===== src/rtl/pif_pkg.sv =====
package pif_pkg;

   typedef enum logic [3:0] {
      RI_OUT_B     = 4'd0,
      RI_OUT_A     = 4'd1,
      RI_DIR_B     = 4'd2,
      RI_DIR_A     = 4'd3,
      RI_T1_CNT_LO = 4'd4,
      RI_T1_CNT_HI = 4'd5,
      RI_T1_LAT_LO = 4'd6,
      RI_T1_LAT_HI = 4'd7,
      RI_T2_CNT_LO = 4'd8,
      RI_T2_CNT_HI = 4'd9,
      RI_SHIFT     = 4'd10,
      RI_AUX_CTL   = 4'd11,
      RI_PER_CTL   = 4'd12,
      RI_FLAGS     = 4'd13,
      RI_ENABLES   = 4'd14,
      RI_OUT_A_NH  = 4'd15
   } reg_idx_e;

   localparam int IDX_W      = 4;
   localparam int FB_TMR2    = 5;
   localparam int FB_TMR1    = 6;
   localparam int N_PORTS    = 2;
   localparam int N_CTL_REGS = 3;

endpackage


===== src/rtl/pif_port.sv =====
module pif_port #(
   parameter int W = 8
) (
   input  logic         clk,
   input  logic         rst_n,
   input  logic         wr_out,
   input  logic         wr_dir,
   input  logic [W-1:0] wdata,
   input  logic [W-1:0] pin_in,
   output logic [W-1:0] out_q,
   output logic [W-1:0] dir_q,
   output logic [W-1:0] rd_val
);

   always_ff @(posedge clk or negedge rst_n) begin
      if (!rst_n) begin
         out_q <= '0;
         dir_q <= '0;
      end else begin
         if (wr_out) out_q <= wdata;
         if (wr_dir) dir_q <= wdata;
      end
   end

   assign rd_val = (out_q & dir_q) | (pin_in & ~dir_q);

endmodule


===== src/rtl/pif_irq_ctrl.sv =====
module pif_irq_ctrl #(
   parameter int N = 7
) (
   input  logic         clk,
   input  logic         rst_n,
   input  logic [N-1:0] ev,
   input  logic [N-1:0] clr,
   input  logic         en_wr,
   input  logic [N:0]   en_wdata,
   output logic [N-1:0] flags_q,
   output logic [N-1:0] en_q,
   output logic         irq_q
);

   logic [N-1:0] flags_d;
   logic [N-1:0] en_d;

   always_comb begin
      flags_d = (flags_q & ~clr) | ev;
      en_d    = en_q;
      if (en_wr) begin
         if (en_wdata[N]) en_d = en_q | en_wdata[N-1:0];
         else             en_d = en_q & ~en_wdata[N-1:0];
      end
   end

   always_ff @(posedge clk or negedge rst_n) begin
      if (!rst_n) begin
         flags_q <= '0;
         en_q    <= '0;
         irq_q   <= 1'b0;
      end else begin
         flags_q <= flags_d;
         en_q    <= en_d;
         irq_q   <= |(flags_d & en_d);
      end
   end

endmodule


===== src/rtl/pif_unit.sv =====
module pif_unit
   import pif_pkg::*;
#(
   parameter int DATA_W = 8,
   localparam int FLAG_N = DATA_W - 1
) (
   input  logic              clk,
   input  logic              rst_n,
   input  logic              acc,
   input  logic              wr,
   input  logic [IDX_W-1:0]  idx,
   input  logic [DATA_W-1:0] wdata,
   output logic [DATA_W-1:0] rdata,
   input  logic [FLAG_N-1:0] ev,
   output logic              irq,
   input  logic [DATA_W-1:0] pa_in,
   output logic [DATA_W-1:0] pa_out,
   output logic [DATA_W-1:0] pa_oe,
   input  logic [DATA_W-1:0] pb_in,
   output logic [DATA_W-1:0] pb_out,
   output logic [DATA_W-1:0] pb_oe
);

   reg_idx_e ridx;
   logic     rd_acc;
   logic     wr_acc;

   assign ridx   = reg_idx_e'(idx);
   assign rd_acc = acc && !wr;
   assign wr_acc = acc && wr;

   // ports: element 0 is A, element 1 is B
   logic [N_PORTS-1:0] p_wr_out;
   logic [N_PORTS-1:0] p_wr_dir;
   logic [DATA_W-1:0]  p_pin  [N_PORTS];
   logic [DATA_W-1:0]  p_out  [N_PORTS];
   logic [DATA_W-1:0]  p_dir  [N_PORTS];
   logic [DATA_W-1:0]  p_rd   [N_PORTS];

   assign p_wr_out[0] = wr_acc && (ridx == RI_OUT_A || ridx == RI_OUT_A_NH);
   assign p_wr_dir[0] = wr_acc && (ridx == RI_DIR_A);
   assign p_wr_out[1] = wr_acc && (ridx == RI_OUT_B);
   assign p_wr_dir[1] = wr_acc && (ridx == RI_DIR_B);
   assign p_pin[0]    = pa_in;
   assign p_pin[1]    = pb_in;

   for (genvar p = 0; p < N_PORTS; p++) begin : g_port
      pif_port #(.W(DATA_W)) u_port (
         .clk    (clk),
         .rst_n  (rst_n),
         .wr_out (p_wr_out[p]),
         .wr_dir (p_wr_dir[p]),
         .wdata  (wdata),
         .pin_in (p_pin[p]),
         .out_q  (p_out[p]),
         .dir_q  (p_dir[p]),
         .rd_val (p_rd[p])
      );
   end

   assign pa_out = p_out[0];
   assign pa_oe  = p_dir[0];
   assign pb_out = p_out[1];
   assign pb_oe  = p_dir[1];

   // plain storage bytes at consecutive indices starting at RI_SHIFT
   logic [DATA_W-1:0] ctl_q [N_CTL_REGS];

   for (genvar k = 0; k < N_CTL_REGS; k++) begin : g_ctl
      localparam logic [IDX_W-1:0] MY_IDX = IDX_W'(int'(RI_SHIFT) + k);
      always_ff @(posedge clk or negedge rst_n) begin
         if (!rst_n)                      ctl_q[k] <= '0;
         else if (wr_acc && idx == MY_IDX) ctl_q[k] <= wdata;
      end
   end

   // flag clears: explicit flag write plus timer byte side effects
   logic [FLAG_N-1:0] clr;
   logic              t2_clr;
   logic              t1_clr;
   logic [FLAG_N-1:0] flags_q;
   logic [FLAG_N-1:0] en_q;

   assign t2_clr = (rd_acc && ridx == RI_T2_CNT_LO) || (wr_acc && ridx == RI_T2_CNT_HI);
   assign t1_clr = (rd_acc && ridx == RI_T1_CNT_LO) || (wr_acc && ridx == RI_T1_CNT_HI);

   always_comb begin
      clr = '0;
      if (wr_acc && ridx == RI_FLAGS) clr = wdata[FLAG_N-1:0];
      clr[FB_TMR2] = clr[FB_TMR2] | t2_clr;
      clr[FB_TMR1] = clr[FB_TMR1] | t1_clr;
   end

   pif_irq_ctrl #(.N(FLAG_N)) u_irq (
      .clk      (clk),
      .rst_n    (rst_n),
      .ev       (ev),
      .clr      (clr),
      .en_wr    (wr_acc && ridx == RI_ENABLES),
      .en_wdata (wdata),
      .flags_q  (flags_q),
      .en_q     (en_q),
      .irq_q    (irq)
   );

   always_comb begin
      unique case (ridx)
         RI_OUT_B:                rdata = p_rd[1];
         RI_OUT_A, RI_OUT_A_NH:   rdata = p_rd[0];
         RI_DIR_B:                rdata = p_dir[1];
         RI_DIR_A:                rdata = p_dir[0];
         RI_SHIFT:                rdata = ctl_q[0];
         RI_AUX_CTL:              rdata = ctl_q[1];
         RI_PER_CTL:              rdata = ctl_q[2];
         RI_FLAGS:                rdata = {|(flags_q & en_q), flags_q};
         RI_ENABLES:              rdata = {1'b1, en_q};
         default:                 rdata = '0;
      endcase
   end

endmodule


===== src/rtl/pif_regfile.sv =====
module pif_regfile
   import pif_pkg::*;
#(
   parameter int UNITS    = 2,
   parameter int DATA_W   = 8,
   parameter int ADDR_W   = 14,
   parameter int IDX_LSB  = 9,
   parameter int UNIT_BIT = 13,
   localparam int FLAG_N  = DATA_W - 1
) (
   input  logic                     clk,
   input  logic                     rst_n,
   input  logic                     bus_sel,
   input  logic                     bus_wr,
   input  logic [ADDR_W-1:0]        bus_addr,
   input  logic [DATA_W-1:0]        bus_wdata,
   output logic [DATA_W-1:0]        bus_rdata,
   input  logic [UNITS*FLAG_N-1:0]  ev_strobe,
   output logic [UNITS-1:0]         irq,
   input  logic [UNITS*DATA_W-1:0]  pa_in,
   output logic [UNITS*DATA_W-1:0]  pa_out,
   output logic [UNITS*DATA_W-1:0]  pa_oe,
   input  logic [UNITS*DATA_W-1:0]  pb_in,
   output logic [UNITS*DATA_W-1:0]  pb_out,
   output logic [UNITS*DATA_W-1:0]  pb_oe
);

   if (UNITS < 1 || UNITS > 2) begin : g_bad_units
      $error("pif_regfile: UNITS must be 1 or 2");
   end
   if (DATA_W < 8) begin : g_bad_width
      $error("pif_regfile: DATA_W must be at least 8");
   end
   if (IDX_LSB + IDX_W > ADDR_W) begin : g_bad_idx
      $error("pif_regfile: index field exceeds address width");
   end
   if (UNITS == 2 && (UNIT_BIT >= ADDR_W ||
       (UNIT_BIT >= IDX_LSB && UNIT_BIT < IDX_LSB + IDX_W))) begin : g_bad_ubit
      $error("pif_regfile: unit select bit misplaced");
   end

   logic [IDX_W-1:0]  idx;
   logic [DATA_W-1:0] u_rd [UNITS];
   logic [UNITS-1:0]  u_hit;
   logic              unused_addr;

   assign idx         = bus_addr[IDX_LSB +: IDX_W];
   assign unused_addr = ^bus_addr;

   if (UNITS == 2) begin : g_two
      assign u_hit[0]  = bus_sel && !bus_addr[UNIT_BIT];
      assign u_hit[1]  = bus_sel &&  bus_addr[UNIT_BIT];
      assign bus_rdata = bus_addr[UNIT_BIT] ? u_rd[1] : u_rd[0];
   end else begin : g_one
      assign u_hit[0]  = bus_sel;
      assign bus_rdata = u_rd[0];
   end

   for (genvar u = 0; u < UNITS; u++) begin : g_unit
      pif_unit #(.DATA_W(DATA_W)) u_unit (
         .clk    (clk),
         .rst_n  (rst_n),
         .acc    (u_hit[u]),
         .wr     (bus_wr),
         .idx    (idx),
         .wdata  (bus_wdata),
         .rdata  (u_rd[u]),
         .ev     (ev_strobe[u*FLAG_N +: FLAG_N]),
         .irq    (irq[u]),
         .pa_in  (pa_in[u*DATA_W +: DATA_W]),
         .pa_out (pa_out[u*DATA_W +: DATA_W]),
         .pa_oe  (pa_oe[u*DATA_W +: DATA_W]),
         .pb_in  (pb_in[u*DATA_W +: DATA_W]),
         .pb_out (pb_out[u*DATA_W +: DATA_W]),
         .pb_oe  (pb_oe[u*DATA_W +: DATA_W])
      );
   end

endmodule


===== config.mk =====
export PLATFORM = sky130hd
export DESIGN_NAME = pif_regfile
export DESIGN_NICKNAME = d
export VERILOG_FILES = /design/src/rtl/pif_pkg.sv /design/src/rtl/pif_port.sv /design/src/rtl/pif_irq_ctrl.sv /design/src/rtl/pif_unit.sv /design/src/rtl/pif_regfile.sv
export SDC_FILE = /design/constraint.sdc
export NUM_CORES = 1
export LEC_CHECK = 0
export BUFFER_PORTS_ARGS = -buffer_cell sky130_fd_sc_hd__buf_2
export CORE_ASPECT_RATIO = 1.1
export CORE_UTILIZATION = 50
export DETAILED_ROUTE_END_ITERATION = 10
export PLACE_DENSITY_LB_ADDON = 0.12
export SLEW_MARGIN = 0
export SYNTH_ARGS = -nofsm -noshare
export SYNTH_HDL_FRONTEND = slang
export SYNTH_HIERARCHICAL = 1
export SYNTH_SLANG_ARGS = --single-unit

===== constraint.sdc =====
create_clock -name clk -period 3.05 [get_ports clk]
set_input_delay 0.7625 -clock clk [delete_from_list [all_inputs] [get_ports clk]]
set_output_delay 0.7625 -clock clk [all_outputs]
set_load 0.01 [all_outputs]

==> metrics.md <==
| Metric | Value |
|---|---|
| Run status | finished, violations left |
| Failing checks | setup timing |
| Maximum level of the CTS H-tree | 4 |
| I/O pin count | 146 |
| Synthesis Warnings | 6 |
| Placement Setup Slack | -318 ps |
| TritonRoute pass-1 iters | 6 |
| Sequential fraction of the synthesis area | 44.6% |
| Routability cong. | ~0.9 |
| TritonCTS buffer count | 17 |
| Die W | between 100 and 150 um |
| Die Ht | 134 um |
| Post-synth ARST share | between 90% and 100% |
| Starting density of the core | around 51% |
| Clk network pwr share | 38.0% |
| Layout cells sized above 1 | 57.7% |
| Worst R2R Setup Slack | 1630 ps |
| Crit path required time | roughly 2300 ps |
| Post-CTS Hold Buffers | 0 |
| Hold/Removal Path Class | primary input to asynchronous set/reset pin |
| Detailed Place HPWL | between 15,000 and 20,000 um |
| Vias in the first global route | 6,658 |
| TritonCTS clock tree | yes |
| PortBufs | between 100 and 150 |
| CP Capture Type | output port |
| Synth-to-layout area growth | 34.8% |
| Final hold violations | 0 |
| Total wire length | 24,600 um |
| DRT iter0 DRCs | 479 |
| Pin count of the biggest net entering global routing | 61 |
| Final Cycle Share | 102% |
| Area leader, netlist | dfrtp_1 |
| Detail Route Antenna Nets | 0 |
| Fmax | 320 MHz |
| Worst reg2reg startpoint | g_unit[0].u_unit/u_irq/en_q[3]$_DFF_PN0_ |
| Critical path launch point | bus_addr[12] |
| Count leader, synth | dfrtp_1 |
| RSZ-0062 raised after global routing | yes |
| Lkg Pwr | 5.09 nW |
| Max-slew violation count | 0 |
| Net switching power figure | 1.59 mW |
| Switching part of the total | 26.9% |
| Nets | 934 |
| Max IR drop VDD | between 300 and 400 uV |
| Synth Flop Type | dfrtp_1 |
| Max Fanout on Critical Path | 8 |
| Crit path launch type | primary input |
| Synthesized area per cell | 12.5 sq um |
| List of most frequent post-synthesis cells | dfrtp_1, mux2_2, mux2_4 |
| Deepest clock path buffer count | 2 |
| Int Power | 4.30 mW |
| Max transition margin | 58.5% |
| GRT Overall Usage | 31.0% |
| Mapped Cells | 637 |
| Die Area | approximately 16,000 sq um |
| Initial antenna violation count | 0 |
| ANT cells | 0 |
| Syn_nets | 709 |
| Flop pwr share | 39.3% |
| Sum Neg Setup Slack | -272 ps |
| Clk slew on worst S/H paths | 60 ps |
| Slew @ Worst Pin | 622 ps |
| Final setup viols | 6 |
| GRT overflow | 0 |
| Post-route setup slack | -73.8 ps |
| Worst-Skew Late Latency | about 430 ps |
| FF+latch count, synth | 142 |
| Root buf cell | clkbuf_16 |
| RR Endpoint | g_unit[0].u_unit/u_irq/irq_q$_DFF_PN0_ |
| Vias | 6,368 |
| Comb pwr share | 22.7% |
| Crit path arrival time | 2360 ps |
| Row count | 48 |
| Reg2reg path depth | 3 |
| First-pass GRT wire length | 37,700 um |
| Tmin final | 3120 ps |
| Synth top area share | 44.6% |
| Routed WL per cell | 22.9 um |
| Cell Area, Synth | approximately 8000 sq um |
| Setup Crit Path Kind | primary input to output port |
| Power density cells | 547 nW/um^2 |
| Core box area | roughly 16,000 sq um |
| Skew final | 1.71 ps |
| TritonCTS Sinks | 142 |
| EDFF count, synth | 0 |
| Avg Vias per Cell | 5.92 |
| Ranking of synthesized cells by area | dfrtp_1, mux2_4, mux2_2 |
| Number of remaining DRC errors | 0 |
| Max_cap viols | 0 |
| Synth cell types | 50 |
## placed cells by master, fill, tap and decap left out, types with 14 or more instances in the layout
cell / count
buf_6: 14
a22oi_1: 14
mux2_2: 71
dfrtp_1: 142
nand2_1: 28
buf_4: 84
buf_2: 124
a21o_1: 14
nand3_1: 15
nor2_1: 21
inv_1: 22
clkbuf_16: 17
mux2_4: 85
mux2i_1: 15
a22oi_2: 14
## cell type report
cell class                      count  area [sq um]
Timing Repair Buffer              239          1760
Sequential cell                   142          3550
Clock buffer                       23           478
Fill cell                        1128          4860
Clock inverter                      9           156
Tap cell                          200           250
Inverter                           22          82.6
Multi-Input combinational cell    440          4480
## worst max path at each step
stage              endpoint  cells past startpoint
6_report       bus_rdata[5]                      9
5_1_grt        bus_rdata[1]                      7
4_1_cts        bus_rdata[3]                      8
3_5_place_dp   bus_rdata[3]                      7
3_3_place_gp   bus_rdata[5]                      7
2_1_floorplan  bus_rdata[3]                      6
## per-stage QoR
step / hold slack (ps) / util [%] / instance area [sq um] / std cells / total power [mW]
6_report: 272 / 68.9 / 10800 / 1075 / 5.88
5_1_grt: 309 / 68.9 / 10800 / 1075 / 6.10
4_1_cts: 282 / 67.2 / 10500 / 1069 / 5.85
3_5_place_dp: 495 / 59.5 / 9290 / 1015 / 3.48
3_3_place_gp: 485 / 59.5 / 9290 / 1015 / 3.45
2_1_floorplan: 467 / - / 7980 / 637 / 2.96
## kinds of logic after synthesis
kind of cell	count (synthesis)	share of synthesized area [%]
muxes	184	29.3
DFF	142	44.6
xor gates and xnor gates	2	0.220
and+or+nand+nor	140	10.5
AOI/OAI and AO/OA	114	11.3
buffers and inverters	55	4.19
## layer usage
layer | vias to the layer above | wire, um | global-route usage (%)
li1 | 2844 | - | -
met1 | 3219 | 9610 | 37.4
met2 | 230 | 12700 | 52.9
met3 | 75 | 1210 | 5.07
met4 | 0 | 1060 | 16.0
met5 | - | 0 | 0
## power groups by stage
stage | sequential (mW) | clock [mW] | combinational [mW]
3_5_place_dp | 2.35 | 0 | 1.13
6_report | 2.31 | 2.24 | 1.34
3_3_place_gp | 2.33 | 0 | 1.11
4_1_cts | 2.31 | 2.26 | 1.28
2_1_floorplan | 2.36 | 0 | 0.594
5_1_grt | 2.34 | 2.34 | 1.42
## state kept, by name (all words and copies together), names as in the netlist
name / count
g_unit.u_unit/u_irq/flags_q: 14
g_unit.u_unit/ctl_q: 48
g_unit.u_unit/u_irq/irq_q: 2
g_unit.u_unit/g_port.u_port/dir_q: 32
g_unit.u_unit/u_irq/en_q: 14
g_unit.u_unit/g_port.u_port/out_q: 32
## worst max-delay path, stage by stage
cell	delay [ps]
buf_12	120
buf_8	120
and2_4	170
buf_12	120
nand2b_4	90
o22ai_1	100
or4_1	460
mux2_4	300
buf_6	130
## what timing repair did
item | CTS | global route
endpoints found under the setup margin | 8 | 8
pin swaps | 21 | 32
gates cloned | 3 | 0
setup buffers | 19 | 6
gates resized for setup | 83 | 47
(Power assumes the default switching activity.)
